File: config.mk
export PLATFORM = sky130hd
export DESIGN_NAME = sec_level_gate
export DESIGN_NICKNAME = d
export VERILOG_FILES = /design/src/rtl/sec_gate_pkg.sv /design/src/rtl/sec_level_reg.sv /design/src/rtl/sec_cfg_bank.sv /design/src/rtl/sec_access_policy.sv /design/src/rtl/sec_level_gate.sv
export SDC_FILE = /design/constraint.sdc
export NUM_CORES = 1
export LEC_CHECK = 0
export ABC_CLOCK_PERIOD_IN_PS = 2000
export BUFFER_PORTS_ARGS = -buffer_cell sky130_fd_sc_hd__buf_2
export CAP_MARGIN = 15
export CORE_AREA = 2 2 95 74
export DETAILED_ROUTE_END_ITERATION = 12
export DIE_AREA = 0 0 97 76
export GPL_TIMING_DRIVEN = 1
export MAX_ROUTING_LAYER = met4
export PLACE_DENSITY_LB_ADDON = 0.25
export RECOVER_POWER = 100
export SLEW_MARGIN = 40
export SYNTH_ARGS = -nofsm -noshare
export SYNTH_HDL_FRONTEND = slang
export SYNTH_HIERARCHICAL = 1
export SYNTH_SLANG_ARGS = --single-unit
File: constraint.sdc
create_clock -name clk -period 2 [get_ports clk]
set_clock_uncertainty 0.05 [all_clocks]
set_input_delay 0.2 -clock clk [delete_from_list [all_inputs] [get_ports clk]]
set_output_delay 0.2 -clock clk [all_outputs]
set_load 0.02 [all_outputs]
File: src/rtl/sec_gate_pkg.sv
// Shared encodings for the security level gate: operation kinds, target
// classes, level codes, status codes and the decision record.
// Assumes byte-wide level and configuration storage.
package sec_gate_pkg;

    localparam int BYTE_W = 8;

    typedef enum logic [2:0] {
        OP_READ       = 3'd0,
        OP_WRITE      = 3'd1,
        OP_BLK_ERASE  = 3'd2,
        OP_CHIP_ERASE = 3'd3,
        OP_BLANK_CHK  = 3'd4
    } op_kind_e;

    typedef enum logic [2:0] {
        TGT_ARRAY   = 3'd0,
        TGT_FUSE    = 3'd1,
        TGT_PROT    = 3'd2,
        TGT_CFG     = 3'd3,
        TGT_IDENT   = 3'd4
    } tgt_class_e;

    localparam logic [BYTE_W-1:0] LVL_OPEN   = 8'hFF;
    localparam logic [BYTE_W-1:0] LVL_WPROT  = 8'hFE;
    localparam logic [BYTE_W-1:0] LVL_RWPROT = 8'hFC;
    localparam logic [BYTE_W-1:0] ERASED_VAL = 8'hFF;

    localparam logic [BYTE_W-1:0] ST_OK        = 8'h00;
    localparam logic [BYTE_W-1:0] ST_WRITE_ERR = 8'h03;
    localparam logic [BYTE_W-1:0] ST_VENDOR    = 8'h0B;
    localparam logic [BYTE_W-1:0] ST_UNKNOWN   = 8'h0E;

    typedef struct packed {
        logic              grant;
        logic [BYTE_W-1:0] status;
        logic              lvl_wr;
        logic              cfg_wr;
        logic              chip_erase;
    } decision_t;

    // Strictness rank of a level code: 0 open, 1 write, 2 full, 3 illegal.
    function automatic logic [1:0] lvl_rank(input logic [BYTE_W-1:0] code);
        case (code)
            LVL_OPEN:   lvl_rank = 2'd0;
            LVL_WPROT:  lvl_rank = 2'd1;
            LVL_RWPROT: lvl_rank = 2'd2;
            default:    lvl_rank = 2'd3;
        endcase
    endfunction

endpackage

File: src/rtl/sec_level_reg.sv
// Protection level register. Holds the level byte; loads a new value on
// a write strobe and returns to the open code on reset or erase strobe.
// Assumes the caller only strobes writes of legal, stricter codes.
module sec_level_reg
    import sec_gate_pkg::*;
(
    input  logic              clk,
    input  logic              rst_n,
    input  logic              wr_en,
    input  logic [BYTE_W-1:0] wr_val,
    input  logic              clr,
    output logic [BYTE_W-1:0] level_o
);

    logic [BYTE_W-1:0] level_q;

    // Level storage: reset and erase reopen, write ratchets.
    always_ff @(posedge clk) begin
        if (!rst_n) begin
            level_q <= LVL_OPEN;
        end else if (clr) begin
            level_q <= LVL_OPEN;
        end else if (wr_en) begin
            level_q <= wr_val;
        end
    end

    assign level_o = level_q;

endmodule

File: src/rtl/sec_cfg_bank.sv
// Bank of configuration bytes. Each byte is written when selected; bytes
// flagged in CLR_MASK return to the erased value on the erase strobe.
// Assumes sel is in range whenever wr_en is high.
module sec_cfg_bank
    import sec_gate_pkg::*;
#(
    parameter int                 NUM_CFG  = 3,
    parameter int                 SEL_W    = 2,
    parameter logic [NUM_CFG-1:0] CLR_MASK = '1
) (
    input  logic                      clk,
    input  logic                      rst_n,
    input  logic                      wr_en,
    input  logic [SEL_W-1:0]          sel,
    input  logic [BYTE_W-1:0]         wdata,
    input  logic                      clr,
    output logic [NUM_CFG*BYTE_W-1:0] cfg_o
);

    for (genvar i = 0; i < NUM_CFG; i++) begin : g_byte
        localparam bit CLR_ON_ERASE = CLR_MASK[i];
        logic [BYTE_W-1:0] byte_q;

        // One configuration byte: reset, optional erase, selected write.
        always_ff @(posedge clk) begin
            if (!rst_n) begin
                byte_q <= ERASED_VAL;
            end else if (clr && CLR_ON_ERASE) begin
                byte_q <= ERASED_VAL;
            end else if (wr_en && (int'(sel) == i)) begin
                byte_q <= wdata;
            end
        end

        assign cfg_o[i*BYTE_W +: BYTE_W] = byte_q;
    end

endmodule

File: src/rtl/sec_access_policy.sv
// Combinational access policy. Maps request kind, class, select, write
// value and current level onto a grant/deny decision with status code
// and the state-update strobes. Does not look at the request strobe.
module sec_access_policy
    import sec_gate_pkg::*;
#(
    parameter int NUM_CFG = 3,
    parameter int SEL_W   = 2
) (
    input  logic [2:0]        kind,
    input  logic [2:0]        tclass,
    input  logic [SEL_W-1:0]  sel,
    input  logic [BYTE_W-1:0] wdata,
    input  logic [BYTE_W-1:0] level,
    output decision_t         dec
);

    logic sel_ok;
    logic raise_ok;
    logic is_open;
    logic is_full;

    // Helper terms: select range, legal stricter level, current level class.
    always_comb begin
        sel_ok   = (int'(sel) < NUM_CFG);
        raise_ok = (lvl_rank(wdata) != 2'd3) && (lvl_rank(wdata) > lvl_rank(level));
        is_open  = (level == LVL_OPEN);
        is_full  = (level == LVL_RWPROT);
    end

    // Decision table over kind, then class.
    always_comb begin
        dec = '{grant: 1'b0, status: ST_UNKNOWN, lvl_wr: 1'b0,
                cfg_wr: 1'b0, chip_erase: 1'b0};
        case (op_kind_e'(kind))
            OP_READ: begin
                case (tgt_class_e'(tclass))
                    TGT_ARRAY, TGT_FUSE: begin
                        dec.grant  = !is_full;
                        dec.status = is_full ? ST_VENDOR : ST_OK;
                    end
                    TGT_PROT, TGT_IDENT: begin
                        dec.grant  = 1'b1;
                        dec.status = ST_OK;
                    end
                    TGT_CFG: begin
                        dec.grant  = sel_ok;
                        dec.status = sel_ok ? ST_OK : ST_UNKNOWN;
                    end
                    default: ;
                endcase
            end
            OP_WRITE: begin
                case (tgt_class_e'(tclass))
                    TGT_ARRAY, TGT_FUSE: begin
                        dec.grant  = is_open;
                        dec.status = is_open ? ST_OK : ST_WRITE_ERR;
                    end
                    TGT_PROT: begin
                        dec.grant  = raise_ok;
                        dec.lvl_wr = raise_ok;
                        dec.status = raise_ok ? ST_OK : ST_WRITE_ERR;
                    end
                    TGT_CFG: begin
                        dec.grant  = sel_ok;
                        dec.cfg_wr = sel_ok;
                        dec.status = sel_ok ? ST_OK : ST_UNKNOWN;
                    end
                    TGT_IDENT: begin
                        dec.status = ST_WRITE_ERR;
                    end
                    default: ;
                endcase
            end
            OP_BLK_ERASE: begin
                dec.grant  = is_open;
                dec.status = is_open ? ST_OK : ST_WRITE_ERR;
            end
            OP_CHIP_ERASE: begin
                dec.grant      = 1'b1;
                dec.status     = ST_OK;
                dec.chip_erase = 1'b1;
            end
            OP_BLANK_CHK: begin
                dec.grant  = 1'b1;
                dec.status = ST_OK;
            end
            default: ;
        endcase
    end

endmodule

File: src/rtl/sec_level_gate.sv
// Top of the security level gate. Evaluates each strobed request against
// the policy, applies level / configuration / erase updates on the same
// edge, and registers grant, status and read data one cycle later.
// Assumes at most one request per cycle; requests need no back-pressure.
module sec_level_gate
    import sec_gate_pkg::*;
#(
    parameter int NUM_CFG = 3,
    parameter int SEL_W   = 2,
    parameter int NUM_CLR = 2
) (
    input  logic                      clk,
    input  logic                      rst_n,
    input  logic                      req_valid,
    input  logic [2:0]                req_kind,
    input  logic [2:0]                req_class,
    input  logic [SEL_W-1:0]          req_sel,
    input  logic [BYTE_W-1:0]         req_wdata,
    output logic                      rsp_valid,
    output logic                      rsp_grant,
    output logic [BYTE_W-1:0]         rsp_status,
    output logic [BYTE_W-1:0]         rsp_rdata,
    output logic [BYTE_W-1:0]         sec_level_o,
    output logic [NUM_CFG*BYTE_W-1:0] cfg_bytes_o
);

    localparam logic [NUM_CFG-1:0] CLR_MASK = NUM_CFG'((1 << NUM_CLR) - 1);

    decision_t         dec;
    logic              lvl_wr;
    logic              cfg_wr;
    logic              erase;
    logic [BYTE_W-1:0] rd_next;
    logic [BYTE_W-1:0] cfg_pick;

    sec_access_policy #(.NUM_CFG(NUM_CFG), .SEL_W(SEL_W)) u_policy (
        .kind   (req_kind),
        .tclass (req_class),
        .sel    (req_sel),
        .wdata  (req_wdata),
        .level  (sec_level_o),
        .dec    (dec)
    );

    // Qualify update strobes with the request strobe.
    always_comb begin
        lvl_wr = req_valid && dec.lvl_wr;
        cfg_wr = req_valid && dec.cfg_wr;
        erase  = req_valid && dec.chip_erase;
    end

    sec_level_reg u_level (
        .clk     (clk),
        .rst_n   (rst_n),
        .wr_en   (lvl_wr),
        .wr_val  (req_wdata),
        .clr     (erase),
        .level_o (sec_level_o)
    );

    sec_cfg_bank #(.NUM_CFG(NUM_CFG), .SEL_W(SEL_W), .CLR_MASK(CLR_MASK)) u_cfg (
        .clk   (clk),
        .rst_n (rst_n),
        .wr_en (cfg_wr),
        .sel   (req_sel),
        .wdata (req_wdata),
        .clr   (erase),
        .cfg_o (cfg_bytes_o)
    );

    // Select the configuration byte addressed by the request.
    always_comb begin
        cfg_pick = '0;
        for (int i = 0; i < NUM_CFG; i++) begin
            if (int'(req_sel) == i) cfg_pick = cfg_bytes_o[i*BYTE_W +: BYTE_W];
        end
    end

    // Read data for granted protection-byte and configuration reads only.
    always_comb begin
        rd_next = '0;
        if (dec.grant && (req_kind == OP_READ)) begin
            if (req_class == TGT_PROT)     rd_next = sec_level_o;
            else if (req_class == TGT_CFG) rd_next = cfg_pick;
        end
    end

    // Response registers: one response per request, one cycle later.
    always_ff @(posedge clk) begin
        if (!rst_n) begin
            rsp_valid  <= 1'b0;
            rsp_grant  <= 1'b0;
            rsp_status <= ST_OK;
            rsp_rdata  <= '0;
        end else begin
            rsp_valid <= req_valid;
            if (req_valid) begin
                rsp_grant  <= dec.grant;
                rsp_status <= dec.status;
                rsp_rdata  <= rd_next;
            end
        end
    end

endmodule

==> results of run 1 <==
-- sequential cells by signal, summed over array words and instances, names as in the netlist --
register             count
u_cfg/g_byte.byte_q     24
rsp_rdata                8
rsp_status               8
u_level/level_o          8
rsp_grant                1
rsp_valid                1
-- worst reg2reg max path, cell delays in order, from the launching register on --
cell and delay [ps]:
dfxtp_4 360, nand4_1 200, nor2_2 160, and2_4 160, ha_4 200, nand2_2 70
buf_6 80, a41o_1 200, a21o_1 130, nand2_2 60, nor4_4 150, buf_6 180
o21ai_1 70, a21oi_1 120
-- metrics by stage --
stage | util | setup TNS (ps) | setup WS, ps | area [um2]
2_1_floorplan | - | -2013 | -161.2 | 2877
3_3_place_gp | 0.5385 | -3546 | -254.6 | 3521
3_5_place_dp | 0.5385 | -4617 | -344.7 | 3521
4_1_cts | 0.5601 | -4108 | -341.8 | 3662
5_1_grt | 0.5651 | -5080 | -326.0 | 3695
6_report | 0.5651 | -3409 | -248.5 | 3695
-- cell usage after synthesis (2+ instances only) --
| cell | instances |
|---|---|
| dfxtp_1 | 50 |
| mux2i_1 | 32 |
| a21oi_1 | 27 |
| nor3b_1 | 25 |
| nand2_1 | 21 |
| nor2b_1 | 17 |
| o21ai_0 | 11 |
| inv_1 | 10 |
| nand4b_1 | 10 |
| o211ai_1 | 9 |
| o21ai_1 | 9 |
| clkbuf_1 | 8 |
| nand2b_4 | 8 |
| buf_2 | 6 |
| mux2_2 | 6 |
| and2_1 | 5 |
| nor2_1 | 5 |
| buf_4 | 4 |
| nand2b_1 | 4 |
| buf_6 | 3 |
| nand4_1 | 3 |
| a21o_1 | 2 |
| and3b_1 | 2 |
| ha_1 | 2 |
| mux2_4 | 2 |
| nand3b_1 | 2 |
| nor3b_2 | 2 |
| or3_1 | 2 |
-- path summary, 6_finish.rpt --
check                                   startpoint                 end  slack, ps  depth (start not counted)
worst max-delay path            u_level/level_o[5]        rsp_rdata[3]       -250                         13
worst min-delay path                  req_wdata[3]  u_level/level_o[3]        180                          4
worst max register to register  u_level/level_o[5]        rsp_rdata[3]       -250                         13
worst min register to register           rsp_grant           rsp_grant        440                          2
-- kinds of logic after synthesis --
| group | count (synthesis) |
|---|---|
| buffers and inverters | 33 |
| adder cells (fa/ha/maj) | 2 |
| XOR/XNOR | 1 |
| AO/OA/AOI/OAI | 65 |
| other | 1 |
| flip-flops | 50 |
| AND/OR/NAND/NOR | 117 |
| multiplexers | 40 |
-- layout make-up --
| class | instances | area share |
|---|---|---|
| Tap cell | 84 | 0.02845 |
| Sequential cell | 50 | 0.2757 |
| Clock inverter | 3 | 0.01287 |
| Timing Repair Buffer | 113 | 0.1856 |
| Inverter | 10 | 0.01016 |
| Multi-Input combinational cell | 229 | 0.4687 |
| Clock buffer | 5 | 0.01863 |
-- cells in the final DEF (no fill, tap or decap), types with 9 or more instances in the layout --
master,instances
o211ai_1,9
nor3b_1,24
a21oi_1,26
buf_2,68
nor2b_1,17
o21ai_1,12
nand4b_1,10
mux2i_1,32
buf_4,43
nand2_1,19
inv_1,10
dfxtp_1,44
-- report_power, final --
part | internal [mW] | switching, mW
clock network | 0.380 | 0.387
logic | 0.121 | 0.155
registers | 1.00 | 0.00549
-- metal layers --
layer	global-route usage	vias up	share of wire	routed length (um)
met5	-	-	0	0
met2	0.3326	69	0.46	3620
met4	0.05775	0	0.0082	65
met1	0.2978	1243	0.48	3833
met3	0.05872	6	0.054	428
li1	-	1312	-	-
-- what timing repair did --
action / in CTS / in global routing
endpoints found under the setup margin: 17 / 19
pin swaps: 11 / 8
cloned: 0 / 0
setup buffers: 3 / 0
gates resized for setup: 6 / 9
==> results.yml, run 1 <==
yosys:
  synth_async_sr_flop_share: 0
  avgSynthCellArea_um2: 9.208
  synth_top_family_by_area: "simple AND/OR/NAND/NOR gates"
  synth_area_um2: 2845
  ys.flop_type: "dfxtp_1"
  synth_edf_count: 0
  ys_top_cells_by_area: "dfxtp_1 (35%), mux2i_1 (11%), nor3b_1 (6.6%), a21oi_1 (4.7%), nand2b_4 (3.9%)"
  synthAdderAreaFrac: 0.008795
  synth_xor_area_frac: 0.003078
  synth_compound_area_frac: 0.1324
  synth_top_area_cell: "dfxtp_1"
  synth-seq-area-share: 0.3518
  ys_types: 50
  ys_ff_latch: 50
  netlist.area_leader.share: 0.3518
  muxShareOfSynthArea: 0.1469
  yosys_warnings: 6
  synth-simple-area-share: 0.2920
  synth_cells: 309
sta:
  rsz0062_at_grt: "yes"
  holdWs_ps: 184.6
  hold_viol: 0
  layout_setup_ws_ps: -248.5
  max_slew_margin: 0.6217
  fin_crit_ps: 2249
  finalMaxSlewViolations: 0
  finalSetupViolations: 17
  fin_crit_sh: 1.124
  max_freq_mhz: 444.7
  worstMarginPinSlew_ps: 565.0
power:
  p_leak_nw: 1.610
  max-vdd-ir-drop_mv: 0.3065
  powerDensity_nw_per_um2: 555.4
  finalPower_mw: 2.052
clock_tree:
  clock-sinks: 50
  cts_buffers: 5
  cts-root-buf: "clkbuf_8"
  hold_buffers: 0
  cts.htree.levels: 2
  clock_latency_ps: 310
  clockBufferDepth: 2
  cts_tree: "yes"
  clkTransAtPathRegs_ps: 110
routing:
  drt-initial-drc-count: 128
  drt_pass1_iterations: 4
  vias_per_cell: 5.324
  antenna_left: 0
  routedWlPerCell_um: 16.09
  wl_um: 7947
  num_vias: 2630
  drc: 0
critical_path:
  cp-start-kind: "register"
  cp_top_family: "simple AND/OR/NAND/NOR gates"
  path_class: "register to register"
  critical_path.cell_chain: "nand4_1, nor2_2, and2_4, ha_4, nand2_2, buf_6, a41o_1, a21o_1, nand2_2, nor4_4, buf_6, o21ai_1, a21oi_1"
  critPathBufInv: 2
  path_max_fanout: 8
  slowest_stage: "dfxtp_4"
  arrival_ps: 2450
  cp-end-kind: "register"
  slowest_delay_ps: 360
  crit_required_ps: 2200
finish:
  area_growth_pct: 29.86
  fillers: 618
  stdcell_count: 494
  drive_gt1_frac: 0.3951
  num_antenna_cells: 0
  multi_input_area_um2: 1732
  final-seq-area_um2: 1018
  nNetsFinal: 430
global_routing:
  antenna_found_initial: 0
  grt_usage: 0.2214
  grt_first_pass_wirelength_um: 12770
  grt-ovfl-total: 0
  grt_pass1_vias: 2505
  grt_max_degree: 32
outcome:
  status: "finished, violations left"
  violations: "negative setup slack"
place:
  place.gp.congestion: 0.8675
  dp_hpwl_um: 5971
  portBuffers: 68
  placedCellCount: 485
floorplan:
  die_w_um: 97
  std_cell_rows: 26
  dieArea_um2: 7372
  core_area_um2: 6539
  initial_utilization: 0.4351
  ios: 69
  die_h_um: 76
job:
  drv_cap: 0
hold_path:
  hold_path.class: "input pin to register"
Note: power is estimated with default switching activity, not from simulation.
==> inputs of run 2 (changes only) <==
--- a/config.mk
+++ b/config.mk
@@ -7,7 +7,6 @@
 export LEC_CHECK = 0
 export ABC_CLOCK_PERIOD_IN_PS = 2000
 export BUFFER_PORTS_ARGS = -buffer_cell sky130_fd_sc_hd__buf_2
-export CAP_MARGIN = 15
 export CORE_AREA = 2 2 95 74
 export DETAILED_ROUTE_END_ITERATION = 12
 export DIE_AREA = 0 0 97 76
==> constraint.sdc (replaced) <==
create_clock -name clk -period 2 [get_ports clk]
set_clock_uncertainty 0.05 [all_clocks]
set_input_delay 0.3 -clock clk [delete_from_list [all_inputs] [get_ports clk]]
set_output_delay 0.3 -clock clk [all_outputs]
set_load 0.02 [all_outputs]
==> results.yml, run 2 (synthesis gave the netlist of run 1 again) <==
outcome:
  status: "finished, violations left"
  violations: "negative setup slack"
critical_path:
  slowest_delay_ps: 360
  path_class: "register to register"
  regToRegEndpoint: "rsp_rdata[2]"
  r2r-start: "u_level/level_o[5]"
  crit_start: "u_level/level_o[5]"
  rrSetupSlack_ps: -310
  critPathMostFrequentCell: "a21o_1"
  arrival_ps: 2470
  critical_path.cell_chain: "nand4_1, nor2_1, and2_4, ha_4, a21o_1, a41o_1, a21o_1, nand2_2, nor4_4, buf_6, o21ai_2, a21oi_2"
  cp-end-kind: "register"
  cp-start-kind: "register"
  cp_top_family: "compound AO/OA/AOI/OAI gates"
  slowest_stage: "dfxtp_4"
  path_max_fanout: 7
  crit_required_ps: 2160
  critPathBufInv: 1
  r2r.worst_path.cells: 12
floorplan:
  dieArea_um2: 7372
  core_area_um2: 6539
  ios: 69
  die_h_um: 76
  initial_utilization: 0.4351
  std_cell_rows: 26
  die_w_um: 97
clock_tree:
  clockBufferDepth: 2
  cts_buffers: 5
  hold_buffers: 0
  clock-sinks: 50
  cts-root-buf: "clkbuf_8"
  clkTransAtPathRegs_ps: 110
  clock_latency_ps: 310
  cts.htree.levels: 2
  cts_tree: "yes"
place:
  dp_hpwl_um: 6101
  placedCellCount: 486
  pre_cts_slack_ps: -435.4
  portBuffers: 68
  place.gp.congestion: 0.9373
sta:
  holdWs_ps: 284.2
  max_freq_mhz: 433.4
  fin_crit_sh: 1.154
  fin_crit_ps: 2308
  layout_setup_ws_ps: -307.6
  tns_ps: -4517
  finalSetupViolations: 19
  max_slew_margin: 0.2705
  rsz0062_at_grt: "yes"
  worstMarginPinSlew_ps: 1094
  hold_viol: 0
  finalMaxSlewViolations: 0
finish:
  drive_gt1_frac: 0.2964
  final_cell_mix: "clkbuf_1 (51), dfxtp_1 (44), buf_4 (42), mux2i_1 (32), nor3b_1 (24)"
  stdcell_count: 499
  layout_commonest_cell: "clkbuf_1"
  area_growth_pct: 29.24
  nNetsFinal: 435
  top_register: "u_cfg/g_byte.byte_q"
  largest_reg_flops: 24
  num_antenna_cells: 0
routing:
  drc: 0
  routedWlPerCell_um: 16.32
  wl_um: 8146
  antenna_left: 0
  drt-initial-drc-count: 149
  num_vias: 2670
  vias_per_cell: 5.351
  drt_pass1_iterations: 4
job:
  drv_cap: 0
hold_path:
  hold_path_depth: 4
  hold-path-endpoint: "u_level/level_o[3]"
  hold_path.class: "input pin to register"
  hold_path_startpoint: "req_wdata[3]"
power:
  p_leak_nw: 1.519
  max-vdd-ir-drop_mv: 0.3178
  powerDensity_nw_per_um2: 530.9
global_routing:
  grt_pass1_vias: 2524
  grt_usage: 0.2247
  grt_first_pass_wirelength_um: 13020
  grt-ovfl-total: 0
  antenna_found_initial: 0
  grt_max_degree: 31
[run 2: per-stage QoR]
step | total power, mW | util | cell area [um2]
after global placement | 1.302 | 0.5415 | 3541
after floorplan | 1.187 | - | 2877
after detailed placement | 1.306 | 0.5415 | 3541
after global routing | 2.040 | 0.5624 | 3677
after CTS | 1.962 | 0.5618 | 3674
final | 1.952 | 0.5624 | 3677
[run 2: worst max path at each step]
stage,cells after the start,to
2_1_floorplan,11,u_level/level_o[6]
3_3_place_gp,12,u_level/level_o[0]
3_5_place_dp,12,u_level/level_o[5]
4_1_cts,12,rsp_rdata[1]
5_1_grt,13,rsp_rdata[2]
6_report,12,rsp_rdata[2]
[run 2: final cells by class]
class	count	area, um2
fill	625	2861
multi-input combinational	229	1759
sequential	50	1018
timing repair buffer	118	659.4
tap	84	105.1
clock buffer	5	68.82
inverter	10	37.54
clock inverter	3	28.78
[run 2: power by group]
| group | leakage (nW) | internal, mW | switching [mW] |
|---|---|---|---|
| logic | 1.06 | 0.126 | 0.162 |
| clock network | 0.0506 | 0.263 | 0.392 |
| registers | 0.404 | 1.00 | 0.00587 |
[run 2: repair_timing]
action / CTS / global route
pin swaps: 12 / 11
setup endpoints to repair: 18 / 19
buffers inserted: 2 / 6
gates resized for setup: 10 / 16
[run 2: routing by layer]
layer,track usage,part of all wire,wire length [um]
met5,-,0,0
met3,0.03394,0.046,373
met1,0.3099,0.48,3880
met2,0.3576,0.47,3857
met4,0.03803,0.0042,34
[run 2: tightest hold or removal path: stages]
cell	delay, ps
buf_2	90
buf_4	130
mux2i_1	60
nand2_1	50
==> inputs of run 3 (changes only) <==
--- a/config.mk
+++ b/config.mk
@@ -14,6 +14,7 @@
 export MAX_ROUTING_LAYER = met4
 export PLACE_DENSITY_LB_ADDON = 0.25
 export RECOVER_POWER = 100
+export SKIP_LAST_GASP = 1
 export SLEW_MARGIN = 40
 export SYNTH_ARGS = -nofsm -noshare
 export SYNTH_HDL_FRONTEND = slang
==> results.yml, run 3 (synthesis gave the netlist of run 1 again) <==
outcome:
  status: "finished, violations left"
  violations: "negative setup slack"
hold_path:
  hold_path.class: "input pin to register"
critical_path:
  arrival_ps: 2470
  path_max_fanout: 7
  path_class: "register to register"
  cp-end-kind: "register"
  rrSetupSlack_ps: -310
  cp-start-kind: "register"
  crit_required_ps: 2170
routing:
  drc: 0
  wl_um: 8107
  num_vias: 2639
  vias_per_cell: 5.289
  routedWlPerCell_um: 16.25
  drt_pass1_iterations: 4
  antenna_left: 0
  drt-initial-drc-count: 156
sta:
  layout_setup_ws_ps: -306.6
  max_freq_mhz: 433.5
  hold_viol: 0
  finalMaxSlewViolations: 0
  fin_crit_sh: 1.153
  rsz0062_at_grt: "yes"
  fin_crit_ps: 2307
  finalSetupViolations: 19
  max_slew_margin: 0.2704
  worstMarginPinSlew_ps: 1094
job:
  drv_cap: 0
clock_tree:
  clock-sinks: 50
  cts_tree: "yes"
  hold_buffers: 0
  clock_latency_ps: 320
  clkTransAtPathRegs_ps: 110
  cts_buffers: 5
  clockBufferDepth: 2
  cts-root-buf: "clkbuf_8"
  cts.htree.levels: 2
place:
  placedCellCount: 486
  place.gp.congestion: 0.9373
  portBuffers: 68
  dp_hpwl_um: 6101
  place_area_um2: 3541
floorplan:
  die_w_um: 97
  die_h_um: 76
  std_cell_rows: 26
  ios: 69
  dieArea_um2: 7372
  core_area_um2: 6539
  initial_utilization: 0.4351
finish:
  post-route-util: 0.5618
  top_register: "u_cfg/g_byte.byte_q"
  final-seq-area_um2: 1018
  layout_commonest_cell: "clkbuf_1"
  area_growth_pct: 29.11
  fillers: 624
  stdcell_count: 499
  multi_input_area_um2: 1755
  num_antenna_cells: 0
  nNetsFinal: 435
  largest_reg_flops: 24
  fin_area_um2: 3674
  final_cell_mix: "clkbuf_1 (51), dfxtp_1 (44), buf_4 (42), mux2i_1 (32)"
  drive_gt1_frac: 0.2940
power:
  internal_power_mw: 1.392
  max-vdd-ir-drop_mv: 0.3191
  p_switching_uw: 569.2
  p_sw_frac: 0.2902
  seqPwrFrac: 0.514
  p_leak_nw: 1.519
  power_frac_clock: 0.339
  powerDensity_nw_per_um2: 533.8
  combPwrFrac: 0.147
  finalPower_mw: 1.961
global_routing:
  grt_first_pass_wirelength_um: 13020
  grt-ovfl-total: 0
  antenna_found_initial: 0
  grt_usage: 0.2247
  grt_pass1_vias: 2524
  grt_max_degree: 31
[run 3: cell count changes in the layout (fill, tap and decap cells not counted)]
| cell | before | now |
|---|---|---|
| a21oi_1 | 23 | 24 |
| a21oi_2 | 4 | 3 |
[run 3: what timing repair did]
action,CTS,global route
endpoints found under the setup margin,18,19
pin swaps,12,10
setup buffers,2,6
resized for setup,10,15
[run 3: worst paths after layout]
check / start / endpoint / cells past startpoint
worst min register to register: rsp_grant / rsp_grant / 2
worst max register to register: u_level/level_o[5] / rsp_rdata[2] / 12
worst max-delay path: u_level/level_o[5] / rsp_rdata[2] / 12
worst min-delay path: req_wdata[3] / u_level/level_o[3] / 4
[run 3: metal layers]
layer	share of wire	GRT usage	wire length (um)	vias to the layer above
met5	0	-	0	-
met1	0.47	0.3099	3808	1268
met3	0.054	0.03394	441	2
li1	-	-	-	1313
met2	0.47	0.3576	3840	56
met4	0.0021	0.03803	17	0
[run 3: stage by stage]
| step | hold WS, ps | setup WS, ps | TNS (ps) |
|---|---|---|---|
| 4_1_cts | 273.8 | -290.6 | -3858 |
| 3_5_place_dp | 434.6 | -435.4 | -7362 |
| 2_1_floorplan | 369.5 | -161.2 | -2013 |
| 3_3_place_gp | 426.5 | -419.5 | -6610 |
| 6_report | 277.2 | -306.6 | -4516 |
| 5_1_grt | 285.3 | -364.6 | -5974 |
[run 3: worst max-delay path, stage by stage, from the launching register on]
cell     delay, ps
dfxtp_4        360
nand4_1        190
nor2_1         190
and2_4         170
ha_4           200
a21o_1         160
a41o_1         230
a21o_1         170
nand2_2        100
nor4_4          50
buf_6          140
o21ai_2        130
a21oi_2         50
[run 3: area by class of cell]
class / count / share of cell area
inverter: 10 / 0.01022
timing repair buffer: 118 / 0.1795
clock buffer: 5 / 0.01873
clock inverter: 3 / 0.007834
tap: 84 / 0.02861
sequential: 50 / 0.2772
multi-input combinational: 229 / 0.4779
[run 3: power groups by stage]
stage	sequential [mW]	clock [mW]	combinational, mW
after floorplan	1.05	0	0.139
after global placement	1.03	0	0.271
after detailed placement	1.03	0	0.275
after CTS	1.01	0.676	0.278
after global routing	1.01	0.718	0.311
final	1.01	0.665	0.288
